===== config.mk =====
export PLATFORM = sky130hd
export DESIGN_NAME = rsf_stack_file
export DESIGN_NICKNAME = d
export VERILOG_FILES = /design/src/rtl/rsf_pkg.sv /design/src/rtl/rsf_bank.sv /design/src/rtl/rsf_oproute.sv /design/src/rtl/rsf_stack_file.sv
export SDC_FILE = /design/constraint.sdc
export NUM_CORES = 1
export LEC_CHECK = 0
export ABC_CLOCK_PERIOD_IN_PS = 3100
export BUFFER_PORTS_ARGS = -buffer_cell sky130_fd_sc_hd__buf_4
export CAP_MARGIN = 25
export CORE_MARGIN = 5
export CORE_UTILIZATION = 40
export CTS_BUF_LIST = sky130_fd_sc_hd__clkbuf_8
export CTS_CLUSTER_DIAMETER = 60
export CTS_CLUSTER_SIZE = 8
export DETAILED_ROUTE_END_ITERATION = 10
export SKIP_CTS_REPAIR_TIMING = 1
export SLEW_MARGIN = 20
export SYNTH_ARGS = -nofsm -noshare
export SYNTH_HDL_FRONTEND = slang
export SYNTH_HIERARCHICAL = 1
export SYNTH_SLANG_ARGS = --single-unit

===== constraint.sdc =====
create_clock -name clk -period 3.1 [get_ports clk]
set_input_delay 0.31 -clock clk [delete_from_list [all_inputs] [get_ports clk]]
set_output_delay 0.31 -clock clk [all_outputs]
set_load 0.01 [all_outputs]

===== src/rtl/rsf_pkg.sv =====
package rsf_pkg;

  typedef enum logic [3:0] {
    RC_NOP      = 4'd0,
    RC_PUSH     = 4'd1,
    RC_PUSH0    = 4'd2,
    RC_PUSH1    = 4'd3,
    RC_READ     = 4'd4,
    RC_READPOP  = 4'd5,
    RC_XCHG     = 4'd6,
    RC_FREE     = 4'd7,
    RC_POP      = 4'd8,
    RC_POP2     = 4'd9,
    RC_OP       = 4'd10
  } rsf_cmd_e;

  // Ring position of ST(rel) given the physical top; depth is a power of two.
  function automatic int unsigned ring_slot(int unsigned top, int unsigned rel,
                                            int unsigned depth);
    return (top + rel) % depth;
  endfunction

endpackage


===== src/rtl/rsf_bank.sv =====
module rsf_bank #(
  parameter int W     = 32,
  parameter int DEPTH = 8,
  parameter int PW    = $clog2(DEPTH)
) (
  input  logic                      clk,
  input  logic                      rst_n,
  input  logic                      wa_en,
  input  logic [PW-1:0]             wa_slot,
  input  logic [W-1:0]              wa_val,
  input  logic                      wa_full,
  input  logic                      wb_en,
  input  logic [PW-1:0]             wb_slot,
  input  logic [W-1:0]              wb_val,
  input  logic                      wb_full,
  input  logic                      ca_en,
  input  logic [PW-1:0]             ca_slot,
  input  logic                      cb_en,
  input  logic [PW-1:0]             cb_slot,
  output logic [DEPTH-1:0][W-1:0]   masked,
  output logic [DEPTH-1:0]          full
);

  logic [DEPTH-1:0][W-1:0] vals;

  // Tags: writes first, clears last, so a pop after a write leaves the slot empty.
  always_ff @(posedge clk) begin
    if (!rst_n) begin
      full <= '0;
    end else begin
      if (wa_en) full[wa_slot] <= wa_full;
      if (wb_en) full[wb_slot] <= wb_full;
      if (ca_en) full[ca_slot] <= 1'b0;
      if (cb_en) full[cb_slot] <= 1'b0;
    end
  end

  always_ff @(posedge clk) begin
    if (wa_en) vals[wa_slot] <= wa_val;
    if (wb_en) vals[wb_slot] <= wb_val;
  end

  // An empty slot always reads as zero.
  for (genvar g = 0; g < DEPTH; g++) begin : g_mask
    assign masked[g] = full[g] ? vals[g] : '0;
  end

endmodule


===== src/rtl/rsf_oproute.sv =====
module rsf_oproute #(
  parameter int W = 32
) (
  input  logic [W-1:0] v_top,
  input  logic [W-1:0] v_rel,
  input  logic [W-1:0] v_next,
  input  logic [W-1:0] ext_data,
  input  logic         use_ext,
  input  logic         rev,
  input  logic         dbl_pop,
  output logic [W-1:0] op_a,
  output logic [W-1:0] op_b
);

  // Returns {a, b}; a reversed order puts the source first.
  function automatic logic [2*W-1:0] order_pair(logic [W-1:0] top, logic [W-1:0] src,
                                                logic swap);
    return swap ? {src, top} : {top, src};
  endfunction

  logic [W-1:0] src;

  always_comb begin
    if (dbl_pop)      src = v_next;
    else if (use_ext) src = ext_data;
    else              src = v_rel;
    {op_a, op_b} = order_pair(v_top, src, rev & ~dbl_pop);
  end

endmodule


===== src/rtl/rsf_stack_file.sv =====
module rsf_stack_file
  import rsf_pkg::*;
#(
  parameter int             W         = 32,
  parameter int             DEPTH     = 8,
  parameter logic [W-1:0]   ONE_VALUE = W'(32'h3F80_0000),
  localparam int            PW        = $clog2(DEPTH)
) (
  input  logic          clk,
  input  logic          rst_n,
  input  logic          cmd_valid,
  input  logic [3:0]    cmd_code,
  input  logic [PW-1:0] cmd_idx,
  input  logic          cmd_to_rel,
  input  logic          cmd_pop,
  input  logic          cmd_rev,
  input  logic          cmd_ext,
  input  logic [W-1:0]  cmd_data,
  output logic          op_go,
  output logic [W-1:0]  op_a,
  output logic [W-1:0]  op_b,
  input  logic [W-1:0]  op_result,
  output logic          rd_valid,
  output logic [W-1:0]  rd_data,
  output logic          ovf_flag,
  output logic          unf_flag
);

  rsf_cmd_e cmd;
  assign cmd = rsf_cmd_e'(cmd_code);

  logic [PW-1:0] top_q, s0, s1, sn, sp;
  assign s0 = top_q;
  assign s1 = PW'(ring_slot(int'(top_q), 1, DEPTH));
  assign sn = PW'(ring_slot(int'(top_q), int'(cmd_idx), DEPTH));
  assign sp = PW'(ring_slot(int'(top_q), DEPTH - 1, DEPTH));

  logic [DEPTH-1:0][W-1:0] masked;
  logic [DEPTH-1:0]        full;
  logic [W-1:0]            v0, v1, vn;
  assign v0 = masked[s0];
  assign v1 = masked[s1];
  assign vn = masked[sn];

  // Named events, also watched by the checker.
  logic       push_evt, rd_fire, ovf_evt, unf_evt;
  logic [1:0] pop_cnt;
  logic       wa_en, wb_en, wa_full, wb_full;
  logic [PW-1:0] wa_slot, wb_slot;
  logic [W-1:0]  wa_val, wb_val;
  logic       cb_en;
  logic       free_en;

  always_comb begin
    push_evt = 1'b0; rd_fire = 1'b0; ovf_evt = 1'b0; unf_evt = 1'b0;
    pop_cnt  = 2'd0; op_go = 1'b0; free_en = 1'b0;
    wa_en = 1'b0; wa_slot = s0; wa_val = '0; wa_full = 1'b1;
    wb_en = 1'b0; wb_slot = sn; wb_val = '0; wb_full = 1'b1;
    cb_en = 1'b0;
    if (cmd_valid) begin
      unique case (cmd)
        RC_PUSH, RC_PUSH0, RC_PUSH1: begin
          push_evt = 1'b1;
          ovf_evt  = full[sp];
          wa_en    = 1'b1;
          wa_slot  = sp;
          wa_val   = (cmd == RC_PUSH)  ? cmd_data :
                     (cmd == RC_PUSH1) ? ONE_VALUE : '0;
        end
        RC_READ: begin
          rd_fire = 1'b1;
          unf_evt = ~full[s0];
        end
        RC_READPOP: begin
          rd_fire = 1'b1;
          unf_evt = ~full[s0];
          pop_cnt = 2'd1;
        end
        RC_XCHG: begin
          wa_en = 1'b1; wa_slot = s0; wa_val = vn; wa_full = full[sn];
          wb_en = 1'b1; wb_slot = sn; wb_val = v0; wb_full = full[s0];
        end
        RC_FREE: free_en = 1'b1;
        RC_POP: begin
          unf_evt = ~full[s0];
          pop_cnt = 2'd1;
        end
        RC_POP2: begin
          op_go   = 1'b1;
          unf_evt = ~full[s0] | ~full[s1];
          pop_cnt = 2'd2;
          cb_en   = 1'b1;
        end
        RC_OP: begin
          op_go   = 1'b1;
          unf_evt = ~full[s0] | (~cmd_ext & ~full[sn]);
          wa_en   = 1'b1;
          wa_slot = cmd_to_rel ? sn : s0;
          wa_val  = op_result;
          pop_cnt = cmd_pop ? 2'd1 : 2'd0;
        end
        default: ;
      endcase
    end
  end

  // Port A of the clears pops ST0, or frees ST(n).
  logic          ca_en;
  logic [PW-1:0] ca_slot;
  assign ca_en   = (pop_cnt != 2'd0) | free_en;
  assign ca_slot = free_en ? sn : s0;

  rsf_bank #(.W(W), .DEPTH(DEPTH), .PW(PW)) u_bank (
    .clk(clk), .rst_n(rst_n),
    .wa_en(wa_en), .wa_slot(wa_slot), .wa_val(wa_val), .wa_full(wa_full),
    .wb_en(wb_en), .wb_slot(wb_slot), .wb_val(wb_val), .wb_full(wb_full),
    .ca_en(ca_en), .ca_slot(ca_slot),
    .cb_en(cb_en), .cb_slot(s1),
    .masked(masked), .full(full)
  );

  rsf_oproute #(.W(W)) u_route (
    .v_top(v0), .v_rel(vn), .v_next(v1), .ext_data(cmd_data),
    .use_ext(cmd_ext), .rev(cmd_rev), .dbl_pop(cmd == RC_POP2),
    .op_a(op_a), .op_b(op_b)
  );

  always_ff @(posedge clk) begin
    if (!rst_n) begin
      top_q    <= '0;
      ovf_flag <= 1'b0;
      unf_flag <= 1'b0;
      rd_valid <= 1'b0;
      rd_data  <= '0;
    end else begin
      top_q    <= push_evt ? sp : top_q + PW'(pop_cnt);
      ovf_flag <= ovf_flag | ovf_evt;
      unf_flag <= unf_flag | unf_evt;
      rd_valid <= rd_fire;
      if (rd_fire) rd_data <= v0;
    end
  end

endmodule


==> flow_metrics.tcl <==
set metrics [dict create \
    synth_top_cell_by_area "dfxtp_1" \
    ff2ff_path_depth 12 \
    cts_buffers 46 \
    min_path_type "in2reg" \
    ys_seq_area_share_pct 25.9 \
    violations "negative setup slack" \
    place_congestion 0.894 \
    pre_cts_ws_ns -0.277 \
    grt_max_degree 98 \
    period_needed_ns 3.87 \
    slew_viol_final 0 \
    clock-skew-final_ns 0.0412 \
    clockBufferDepth 3 \
    setup_tns_ns -88.67 \
    cp_num_buf_inv 4 \
    critPathLaunchType "flop" \
    cpLargestDelayFamily "adder cells" \
    syn_area_um2 23300 \
    dp_hpwl_um 58200 \
    die_area_um2 63200 \
    period_share_pct 125 \
    initial_core_util_pct 40.4 \
    synthTopCellsByArea "dfxtp_1, mux4_2, mux2i_1" \
    tightest_slew_ns 0.768 \
    crit_top_cell "buf_12" \
    yosys_warnings 6 \
    synthArstFlopShare_pct 0 \
    dr_total_vias 21221 \
    antenna_found_initial 3 \
    grt_pass1_wl_um 129000 \
    worst-endpoint-required_ns 2.79 \
    critPathCaptureType "output port" \
    ctsRootBufferMaster "clkbuf_8" \
    grt_pass1_vias 20341 \
    path_clk_slew_ns 0.06 \
    setup_viol 318 \
    avgSynthCellArea_um2 9.42 \
    ys_seq_elements 302 \
    netlist.area_leader.share_pct 25.9 \
    fillers 5303 \
    synthFlopType "dfxtp_1" \
    max_stage_delay_ns 0.89 \
    worstPathArrival_ns 3.56 \
    cts_tree "done" \
    hold_violations 0 \
    syn_nets 2559 \
    die-width_um 251 \
    synth_common_cells "mux2i_1, dfxtp_1, and2_1" \
    track_usage_pct 26.5 \
    drc 0 \
    power_density_nw_per_um2 369 \
    fin_ws_ns -0.771 \
    routedWlPerCell_um 26.9 \
    worst-path-max-fanout 8 \
    fp.dieH_um 251 \
    io_pins 178 \
    rsz0062_at_grt "true" \
    syn_inst 2475 \
    drtIter0Drc 3078 \
    clock-sinks 302 \
    nets 2720 \
    port_buffers 177 \
    htree_levels 2 \
    ir_worst_vdd_v 0.000266 \
    vias_per_cell 6.22 \
    drive_above_1_share_pct 31.6 \
    criticalPathCategory "reg2out" \
    core_um2 57700 \
    synthToLayoutAreaGrowth_pct 22.1 \
    drtPass1Iterations 6 \
    leakage_nw 13.3 \
    min_path_cells 2 \
    wl_um 91800 \
    slew_headroom_pct 48.6 \
    synth_cell_types 68 \
    synth_edf_count 0 \
    crit_path_cell_trace "ha_4 -> fa_4 -> buf_12 -> buf_12 -> mux4_2 -> mux2_4 -> mux2i_1 -> buf_4 -> mux2i_4 -> buf_6" \
    path_depth 10 \
    maxCapViolCount 0 \
    grt_overflow 0 \
    synth_most_common_cell "mux2i_1" \
    num_rows 88 \
    clock_latency_ns 0.64 \
    status "finished with violations" \
    slowest_stage "fa_4" \
    max_freq_mhz 258 \
    drtAntennaViolNets 0 \
]
final timing paths:
kind	from	end	slack (ns)
worst min register to register	ovf_flag	ovf_flag	0.48
worst max register to register	s0[0]	u_bank/vals[54]	-0.39
worst max-delay path	s0[0]	op_a[11]	-0.77
worst min-delay path	rst_n	unf_flag	0.22
report_power, final:
group          internal, mW  switching, mW
logic                  1.32           1.38
registers              4.36          0.222
clock network          1.57           1.65
cells in the final DEF, fill, tap and decap left out, types with 14 or more instances in the layout:
cell,count
a211oi_1,18
a211oi_2,14
a21oi_1,143
a222oi_1,25
and2_1,261
buf_12,49
buf_4,317
buf_6,16
clkbuf_16,15
clkbuf_8,52
dfxtp_1,299
inv_1,73
mux2_2,39
mux2_4,27
mux2i_1,324
mux2i_4,22
mux4_2,196
nand2_1,179
nor2_1,167
nor2_2,23
nor2b_1,42
nor3b_1,34
o211a_1,32
o21ai_0,35
o21ai_1,95
worst reg2reg max path: stages (launching register included):
cell and delay [ns]:
dfxtp_4 0.35, ha_4 0.15, fa_4 0.89, buf_4 0.18, clkbuf_16 0.19, mux4_2 0.30, mux2_2 0.33, a222oi_1 0.30
buf_4 0.18, nor2_1 0.04, buf_4 0.19, mux2i_1 0.13, o21ai_0 0.09
sequential cells by signal, indices dropped and copies added, names as in the netlist:
signal	count
ovf_flag	1
rd_data	32
rd_valid	1
s0	3
u_bank/full	8
u_bank/vals	256
unf_flag	1
cell families (layout without fill, tap and decap cells):
group / Yosys count / after routing / share of synthesized area (%)
multiplexers: 622 / 622 / 37.7
AO/OA/AOI/OAI: 409 / 409 / 11.0
flip-flops: 302 / 302 / 25.9
XOR/XNOR: 6 / 6 / 0.258
adder cells (fa/ha/maj): 6 / 6 / 0.386
other: 0 / 1 / 0
buffers and inverters: 366 / 539 / 7.44
AND/OR/NAND/NOR: 764 / 764 / 17.2
through the flow:
step / hold slack (ns) / cell area [µm²] / util (%) / power (mW) / cells
after detailed placement: 0.465 / 26400 / 45.7 / 7.02 / 3315
after CTS: 0.196 / 27100 / 47.0 / 10.2 / 3375
after global routing: 0.235 / 28500 / 49.3 / 10.9 / 3414
after floorplan: 0.484 / 23300 / - / 6.10 / 2475
final: 0.225 / 28500 / 49.3 / 10.5 / 3414
after global placement: 0.453 / 26400 / 45.7 / 6.94 / 3315
routing by layer:
| layer | share of wire (%) | vias up | global-route usage, % |
|---|---|---|---|
| met5 | 0 | - | 0 |
| met4 | 4.0 | 0 | 9.95 |
| met3 | 13 | 240 | 7.43 |
| met2 | 44 | 1456 | 40.4 |
| met1 | 40 | 10294 | 36.1 |
| li1 | - | 9231 | - |
area by class of cell:
type	count	area [µm²]	share of cell area, %
Multi-Input combinational cell	1807	16300	57.3
Antenna cell	1	2.50	0.00879
Timing Repair Buffer	407	4100	14.4
Sequential cell	302	6050	21.3
Tap cell	765	957	3.36
Clock inverter	8	63.8	0.224
Clock buffer	52	716	2.51
Inverter	72	270	0.949
Note: power is estimated with default switching activity, not from simulation.
